===== config.mk =====
export PLATFORM = sky130hd
export DESIGN_NAME = blkmove_dmac
export DESIGN_NICKNAME = d
export VERILOG_FILES = /design/src/rtl/dmac_pkg.sv /design/src/rtl/dmac_chan.sv /design/src/rtl/dmac_prio_arb.sv /design/src/rtl/dmac_seq.sv /design/src/rtl/blkmove_dmac.sv
export SDC_FILE = /design/constraint.sdc
export NUM_CORES = 1
export LEC_CHECK = 0
export CAP_MARGIN = 10
export CORE_MARGIN = 10
export CORE_UTILIZATION = 30
export DETAILED_ROUTE_END_ITERATION = 8
export PLACE_DENSITY = 0.52
export REMOVE_ABC_BUFFERS = 1
export SLEW_MARGIN = 20
export SYNTH_ARGS = -nofsm -noshare
export SYNTH_HDL_FRONTEND = slang
export SYNTH_SLANG_ARGS = --single-unit

===== constraint.sdc =====
create_clock -name clk -period 4.04 [get_ports clk]
set_clock_uncertainty 0.05 [all_clocks]
set_input_delay 0.404 -clock clk [delete_from_list [all_inputs] [get_ports clk]]
set_output_delay 0.404 -clock clk [all_outputs]
set_load 0.05 [all_outputs]

===== src/rtl/dmac_pkg.sv =====
package dmac_pkg;

   typedef enum logic [1:0] {
      MODE_SINGLE = 2'd0,
      MODE_BLOCK  = 2'd1,
      MODE_DEMAND = 2'd2,
      MODE_RSVD   = 2'd3
   } xfer_mode_e;

   typedef enum logic [1:0] {
      ST_IDLE = 2'd0,
      ST_REQ  = 2'd1,
      ST_XFER = 2'd2
   } seq_state_e;

   localparam logic [1:0] SEL_ADDR  = 2'd0;
   localparam logic [1:0] SEL_COUNT = 2'd1;
   localparam logic [1:0] SEL_CTRL  = 2'd2;

   localparam int CTRL_DIR     = 0;
   localparam int CTRL_MODE_LO = 1;
   localparam int CTRL_MODE_HI = 2;
   localparam int CTRL_EN      = 3;
   localparam int CTRL_BITS    = 4;

endpackage


===== src/rtl/dmac_chan.sv =====
module dmac_chan
   import dmac_pkg::*;
#(
   parameter int AW = 16,
   parameter int CW = 16,
   parameter int DW = 16
) (
   input  logic          clk,
   input  logic          rst_n,
   input  logic          wr_en,
   input  logic [1:0]    wr_sel,
   input  logic [DW-1:0] wr_data,
   input  logic          step,
   output logic [AW-1:0] addr_o,
   output logic          last_o,
   output logic          dir_o,
   output xfer_mode_e    mode_o,
   output logic          mask_o,
   output logic          done_o
);

   localparam logic [AW-1:0] ADDR_INC = AW'(1);
   localparam logic [CW-1:0] CNT_DEC  = CW'(1);

   logic [AW-1:0] addr_q;
   logic [CW-1:0] cnt_q;
   logic          dir_q;
   xfer_mode_e    mode_q;
   logic          mask_q;
   logic          done_q;

   always_ff @(posedge clk or negedge rst_n) begin
      if (!rst_n) begin
         addr_q <= '0;
         cnt_q  <= '0;
         dir_q  <= 1'b0;
         mode_q <= MODE_SINGLE;
         mask_q <= 1'b1;
         done_q <= 1'b0;
      end else if (wr_en) begin
         case (wr_sel)
            SEL_ADDR:  addr_q <= wr_data[AW-1:0];
            SEL_COUNT: cnt_q  <= wr_data[CW-1:0];
            SEL_CTRL: begin
               dir_q  <= wr_data[CTRL_DIR];
               mode_q <= xfer_mode_e'(wr_data[CTRL_MODE_HI:CTRL_MODE_LO]);
               mask_q <= ~wr_data[CTRL_EN];
               done_q <= 1'b0;
            end
            default: ;
         endcase
      end else if (step) begin
         addr_q <= addr_q + ADDR_INC;
         cnt_q  <= cnt_q - CNT_DEC;
         if (cnt_q == '0) begin
            done_q <= 1'b1;
            mask_q <= 1'b1;
         end
      end
   end

   assign addr_o = addr_q;
   assign last_o = (cnt_q == '0);
   assign dir_o  = dir_q;
   assign mode_o = mode_q;
   assign mask_o = mask_q;
   assign done_o = done_q;

   a_r10_self_mask: assert property (@(posedge clk) disable iff (!rst_n)
      (step && last_o && !wr_en) |=> (mask_o && done_o));

   a_r9_addr_kept: assert property (@(posedge clk) disable iff (!rst_n)
      (!step && !wr_en) |=> $stable(addr_o));

endmodule


===== src/rtl/dmac_prio_arb.sv =====
module dmac_prio_arb #(
   parameter int NCH = 4,
   localparam int IW = $clog2(NCH)
) (
   input  logic [NCH-1:0] req,
   output logic           any_o,
   output logic [IW-1:0]  idx_o
);

   always_comb begin
      any_o = |req;
      idx_o = '0;
      for (int i = NCH - 1; i >= 0; i--) begin
         if (req[i]) idx_o = IW'(i);
      end
   end

endmodule


===== src/rtl/dmac_seq.sv =====
module dmac_seq
   import dmac_pkg::*;
#(
   parameter int NCH = 4,
   localparam int IW = $clog2(NCH)
) (
   input  logic          clk,
   input  logic          rst_n,
   input  logic          pend_any,
   input  logic [IW-1:0] pend_idx,
   input  logic          hlda,
   input  logic          sel_dreq,
   input  xfer_mode_e    sel_mode,
   input  logic          sel_last,
   output logic [IW-1:0] win_o,
   output logic          hold_o,
   output logic          xfer_o
);

   seq_state_e    st_q;
   logic [IW-1:0] win_q;

   always_ff @(posedge clk or negedge rst_n) begin
      if (!rst_n) begin
         st_q  <= ST_IDLE;
         win_q <= '0;
      end else begin
         case (st_q)
            ST_IDLE: begin
               if (pend_any) begin
                  win_q <= pend_idx;
                  st_q  <= ST_REQ;
               end
            end
            ST_REQ: begin
               if (hlda) st_q <= ST_XFER;
            end
            ST_XFER: begin
               if (sel_last) begin
                  st_q <= ST_IDLE;
               end else begin
                  case (sel_mode)
                     MODE_BLOCK:  st_q <= ST_XFER;
                     MODE_DEMAND: st_q <= sel_dreq ? ST_XFER : ST_IDLE;
                     default:     st_q <= ST_IDLE;
                  endcase
               end
            end
            default: st_q <= ST_IDLE;
         endcase
      end
   end

   assign win_o  = win_q;
   assign hold_o = (st_q != ST_IDLE);
   assign xfer_o = (st_q == ST_XFER);

   a_r4_grant_before_xfer: assert property (@(posedge clk) disable iff (!rst_n)
      (hold_o && !xfer_o && !hlda) |=> !xfer_o);

   a_r7_single_release: assert property (@(posedge clk) disable iff (!rst_n)
      (xfer_o && sel_mode == MODE_SINGLE) |=> !hold_o);

   a_r8_block_continues: assert property (@(posedge clk) disable iff (!rst_n)
      (xfer_o && sel_mode == MODE_BLOCK && !sel_last) |=> xfer_o);

   a_r10_release_after_tc: assert property (@(posedge clk) disable iff (!rst_n)
      (xfer_o && sel_last) |=> !hold_o);

endmodule


===== src/rtl/blkmove_dmac.sv =====
module blkmove_dmac
   import dmac_pkg::*;
#(
   parameter int NCH = 4,
   parameter int AW  = 16,
   parameter int CW  = 16,
   parameter int DW  = 16,
   localparam int IW = $clog2(NCH)
) (
   input  logic           clk,
   input  logic           rst_n,
   input  logic           cfg_wr,
   input  logic [IW-1:0]  cfg_chan,
   input  logic [1:0]     cfg_sel,
   input  logic [DW-1:0]  cfg_wdata,
   input  logic [NCH-1:0] dreq,
   input  logic           hlda,
   output logic           hold,
   output logic [NCH-1:0] dack,
   output logic [AW-1:0]  mem_addr,
   output logic           mem_rd,
   output logic           mem_wr,
   output logic           io_rd,
   output logic           io_wr,
   output logic           tc,
   output logic [NCH-1:0] done
);

   generate
      if (NCH < 2 || NCH != (1 << IW)) begin : g_bad_nch
         $error("NCH must be a power of two, at least 2");
      end
      if (AW > DW || CW > DW) begin : g_bad_width
         $error("AW and CW must fit in DW");
      end
      if (DW < CTRL_BITS) begin : g_bad_dw
         $error("DW too narrow for the control word");
      end
   endgenerate

   logic [AW-1:0] addr_a [NCH];
   logic [NCH-1:0] last_v, dir_v, mask_v, step_v, wr_v;
   xfer_mode_e    mode_a [NCH];

   logic          pend_any, xfer, sel_dir;
   logic [IW-1:0] pend_idx, win;

   dmac_seq #(.NCH(NCH)) u_seq (
      .clk      (clk),
      .rst_n    (rst_n),
      .pend_any (pend_any),
      .pend_idx (pend_idx),
      .hlda     (hlda),
      .sel_dreq (dreq[win]),
      .sel_mode (mode_a[win]),
      .sel_last (last_v[win]),
      .win_o    (win),
      .hold_o   (hold),
      .xfer_o   (xfer)
   );

   dmac_prio_arb #(.NCH(NCH)) u_arb (
      .req   (dreq & ~mask_v),
      .any_o (pend_any),
      .idx_o (pend_idx)
   );

   for (genvar c = 0; c < NCH; c++) begin : g_chan
      assign wr_v[c]   = cfg_wr && (cfg_chan == IW'(c));
      assign step_v[c] = xfer && (win == IW'(c));
      assign dack[c]   = step_v[c];

      dmac_chan #(.AW(AW), .CW(CW), .DW(DW)) u_chan (
         .clk     (clk),
         .rst_n   (rst_n),
         .wr_en   (wr_v[c]),
         .wr_sel  (cfg_sel),
         .wr_data (cfg_wdata),
         .step    (step_v[c]),
         .addr_o  (addr_a[c]),
         .last_o  (last_v[c]),
         .dir_o   (dir_v[c]),
         .mode_o  (mode_a[c]),
         .mask_o  (mask_v[c]),
         .done_o  (done[c])
      );
   end

   assign sel_dir  = dir_v[win];
   assign mem_addr = xfer ? addr_a[win] : '0;
   assign mem_rd   = xfer && sel_dir;
   assign io_wr    = xfer && sel_dir;
   assign io_rd    = xfer && !sel_dir;
   assign mem_wr   = xfer && !sel_dir;
   assign tc       = xfer && last_v[win];

   a_r5_dack_onehot: assert property (@(posedge clk) disable iff (!rst_n)
      $onehot0(dack));

   a_r5_strobe_pairing: assert property (@(posedge clk) disable iff (!rst_n)
      (mem_wr |-> (io_rd && !mem_rd && !io_wr)) and (mem_rd |-> (io_wr && !io_rd)));

   a_r4_strobes_need_bus: assert property (@(posedge clk) disable iff (!rst_n)
      (mem_rd || mem_wr) |-> (hold && |dack));

   a_r10_tc_in_transfer: assert property (@(posedge clk) disable iff (!rst_n)
      tc |-> ($countones(dack) == 1));

endmodule


==> run summary <==
Initial antenna violation count: 0
Iteration-0 DRC count of the detailed router: 1005
GRT overflow: 0
CP startpoint kind: flop
Clk_lat worst skew: 0.44 ns
Status: complete, but fails checks
R2R Path End: g_chan[2].u_chan.cnt_q[1]$_DFFE_PN0P_
Post-CTS Hold Buffers: 0
EDFF count, synth: 0
Number of diodes: 0
Yosys cell types: 72
Fin crit share: 0.946
CTS tree: done
Max-slew violation count: 0
Post-CTS Resized: 0
Crit Path Max Fanout: 8
Mapped Cells: 1110
Static leakage: 4.23 nW
Synth area leader: dfrtp_1
Largest net degree at the start of global routing: 84
Crit path DAT: 3.37 ns
Async S/R FF share, synth: 1.00
Final Instance Area: 11200 um2
Failing checks: hold timing
Vias in the first global route: 8433
#FFs+latches synth: 152
Headroom to the max-slew limit: 0.252
RSZ-0062 raised after global routing: false
CTS Buffer Depth: 2
Die Ht: 199 um
All-Layer GR Usage: 0.174
Slowest stage delay, CP: 0.81 ns
Fmax: 262 MHz
Min Tclk post-route: 3.82 ns
PortBufs: 57
Vias per inst: 5.84
Ys flop type: dfrtp_1
I/O pin total: 58
Syn avg cell area: 8.63 um2
Smallest hold slack: -0.0329 ns
Ys Warns: 0
Share of cells above drive strength 1: 0.110
Final net count: 1172
Critical R2R Launch: u_seq.win_o[0]$_DFFE_PN0P_
Max H-tree Level: 4
Worst path slowest cell: clkdlybuf4s50_1
Remaining routing DRC violations: 0
Worst Tran Pin Value: 1.12 ns
DP HPWL: 23400 um
DR pass1 iterations: 6
CTS root buf: clkbuf_16
Worst-case reg-to-reg path depth: 7
Worst min path class: in -> async
Chip width: 199 um
Vias: 9043
Avg WL per Cell: 22.1 um
Placed Area: 10500 um2
Critical Path RT: 3.59 ns
Post-Syn Area: 9580 um2
Sequential element share of the synthesized area: 0.398
ANT nets after route: 0
Kind of critical path: reg -> out
Final hold violations: 16
Fillcell total: 3279
Synth area leaders: dfrtp_1 (39%), a21oi_1 (5.7%), nor2_1 (5.0%), o21ai_0 (4.9%), mux4_2 (4.7%)
Die ar.: 39500 um2
CP top delay family: buffers and inverters
Clock transition at the registers of the reported paths: 0.07 ns
VDD IR-drop max: 0.282 mV
Buf/Inv on CP: 4
Accumulated negative setup slack: 0 ns
Post-CTS Setup Repair Bufs: 0
Row cnt: 65
R2r setup slk: 0.99 ns
Routed WL: 34200 um
GP Congestion: 0.843
CP Depth: 10
Setup crit end kind: output port
Clock Sinks: 152
Maxcap violations: 0
Final Setup Violations: 0
Most frequent CP cell: buf_4
First-pass GRT wire length: 52600 um
Crit path cell chain: inv_1 > ha_1 > or3b_2 > nor4_2 > buf_4 > and4_1 > a2111oi_0 > buf_4 > nor2_1 > clkdlybuf4s50_1
Pwr dens: 641 nW/um2
Starting density of the core: 0.303
Syn-to-layout area delta: 16.5%
Core ar.: 31600 um2
Post-synth top area share: 0.387
CTS buffer count: 17
[cell families (layout without fill, tap and decap cells)]
| family | after synthesis | in the layout | share of synthesized area |
|---|---|---|---|
| muxes | 34 | 34 | 0.0634 |
| and+or+nand+nor | 448 | 448 | 0.240 |
| buffers and inverters | 100 | 137 | 0.0442 |
| AOI/OAI and AO/OA | 366 | 366 | 0.241 |
| adders and majority gates | 10 | 10 | 0.0131 |
| DFF | 152 | 152 | 0.398 |
[layout make-up]
class,instances,area (um2),area share
repair buffers,85,795,0.0712
clock buffers,17,425,0.0381
flip-flops and latches,152,3810,0.341
well taps,402,503,0.0451
multi-input cells,858,5360,0.480
clock inverters,15,193,0.0173
inverters,20,75.1,0.00673
[power breakdown]
group / switching, mW / internal (mW) / total (mW)
sequential: 0.827 / 2.10 / 2.93
combinational: 1.39 / 1.13 / 2.51
clock: 0.730 / 0.986 / 1.72
total: 2.95 / 4.21 / 7.16
[synth_stat cells (13+ instances only)]
| cell type | n |
|---|---|
| and3_1 | 16 |
| nor2b_1 | 24 |
| nand2_1 | 88 |
| nor4_1 | 16 |
| clkbuf_1 | 54 |
| nand2b_1 | 13 |
| nand3_1 | 50 |
| mux2_2 | 13 |
| nand4_1 | 15 |
| a22oi_1 | 13 |
| a31oi_1 | 24 |
| nor3_1 | 39 |
| o21ai_0 | 94 |
| dfrtp_1 | 148 |
| nor2_1 | 127 |
| mux4_2 | 20 |
| a21oi_1 | 110 |
| inv_1 | 20 |
| o22a_1 | 21 |
[sequential cells by signal, summed over array words and instances, names as in the netlist]
signal / count
g_chan.u_chan.addr_o: 64
g_chan.u_chan.cnt_q: 64
g_chan.u_chan.dir_o: 4
g_chan.u_chan.done_o: 4
g_chan.u_chan.mask_o: 4
g_chan.u_chan.mode_o: 8
u_seq.st_q: 2
u_seq.win_o: 2
[worst max path at each step]
stage	startpoint	to	slack (ns)
global route	g_chan[1].u_chan.cnt_q[0]$_DFFE_PN0P_	tc	0.01
CTS	g_chan[1].u_chan.cnt_q[0]$_DFFE_PN0P_	tc	0.19
detailed placement	g_chan[1].u_chan.cnt_q[0]$_DFFE_PN0P_	tc	0.66
global placement	g_chan[1].u_chan.cnt_q[0]$_DFFE_PN0P_	tc	0.69
finish	g_chan[1].u_chan.cnt_q[0]$_DFFE_PN0P_	tc	0.22
floorplan	u_seq.win_o[0]$_DFFE_PN0P_	g_chan[2].u_chan.cnt_q[9]$_DFFE_PN0P_	-0.33
[through the flow]
step	power [mW]	setup slack, ns	utilization	cells
3_5_place_dp	5.44	0.658	0.334	1517
5_1_grt	7.64	0.0130	0.354	1549
3_3_place_gp	5.40	0.695	0.334	1517
4_1_cts	7.17	0.190	0.354	1549
2_1_floorplan	4.48	-0.335	-	1030
6_report	7.16	0.220	0.354	1549
[cells in the final DEF, fill, tap and decap left out, drive strengths merged, types with 6 or more instances in the layout]
cell | Yosys | final
ha | 10 | 10
nand4 | 15 | 15
nor4 | 21 | 21
nand3 | 50 | 50
o21ai | 96 | 96
dfrtp | 148 | 148
nor2 | 128 | 128
o211ai | 6 | 6
mux4 | 20 | 20
and3 | 16 | 16
or4 | 10 | 10
inv | 20 | 24
clkdlybuf4s50 | 0 | 56
a211oi | 11 | 11
and2 | 6 | 6
nor2b | 24 | 24
buf | 26 | 29
nand2 | 88 | 88
a21oi | 111 | 111
o2bb2ai | 8 | 8
a31oi | 24 | 24
nor3b | 6 | 6
nand2b | 14 | 14
o22a | 21 | 21
mux2 | 13 | 13
o22ai | 13 | 13
clkbuf | 54 | 17
a41oi | 7 | 7
a311oi | 8 | 8
nor3 | 39 | 39
or2 | 6 | 6
or3 | 7 | 7
o32ai | 6 | 6
a22oi | 13 | 13
[routing by layer]
layer  vias up  share of wire  GRT usage
li1       4226              -          -
met1      4512           0.47      0.246
met2       272           0.45      0.268
met3        33          0.063     0.0297
met4         0          0.015     0.0429
met5         -              0          0
Note: power is estimated with default switching activity, not from simulation.
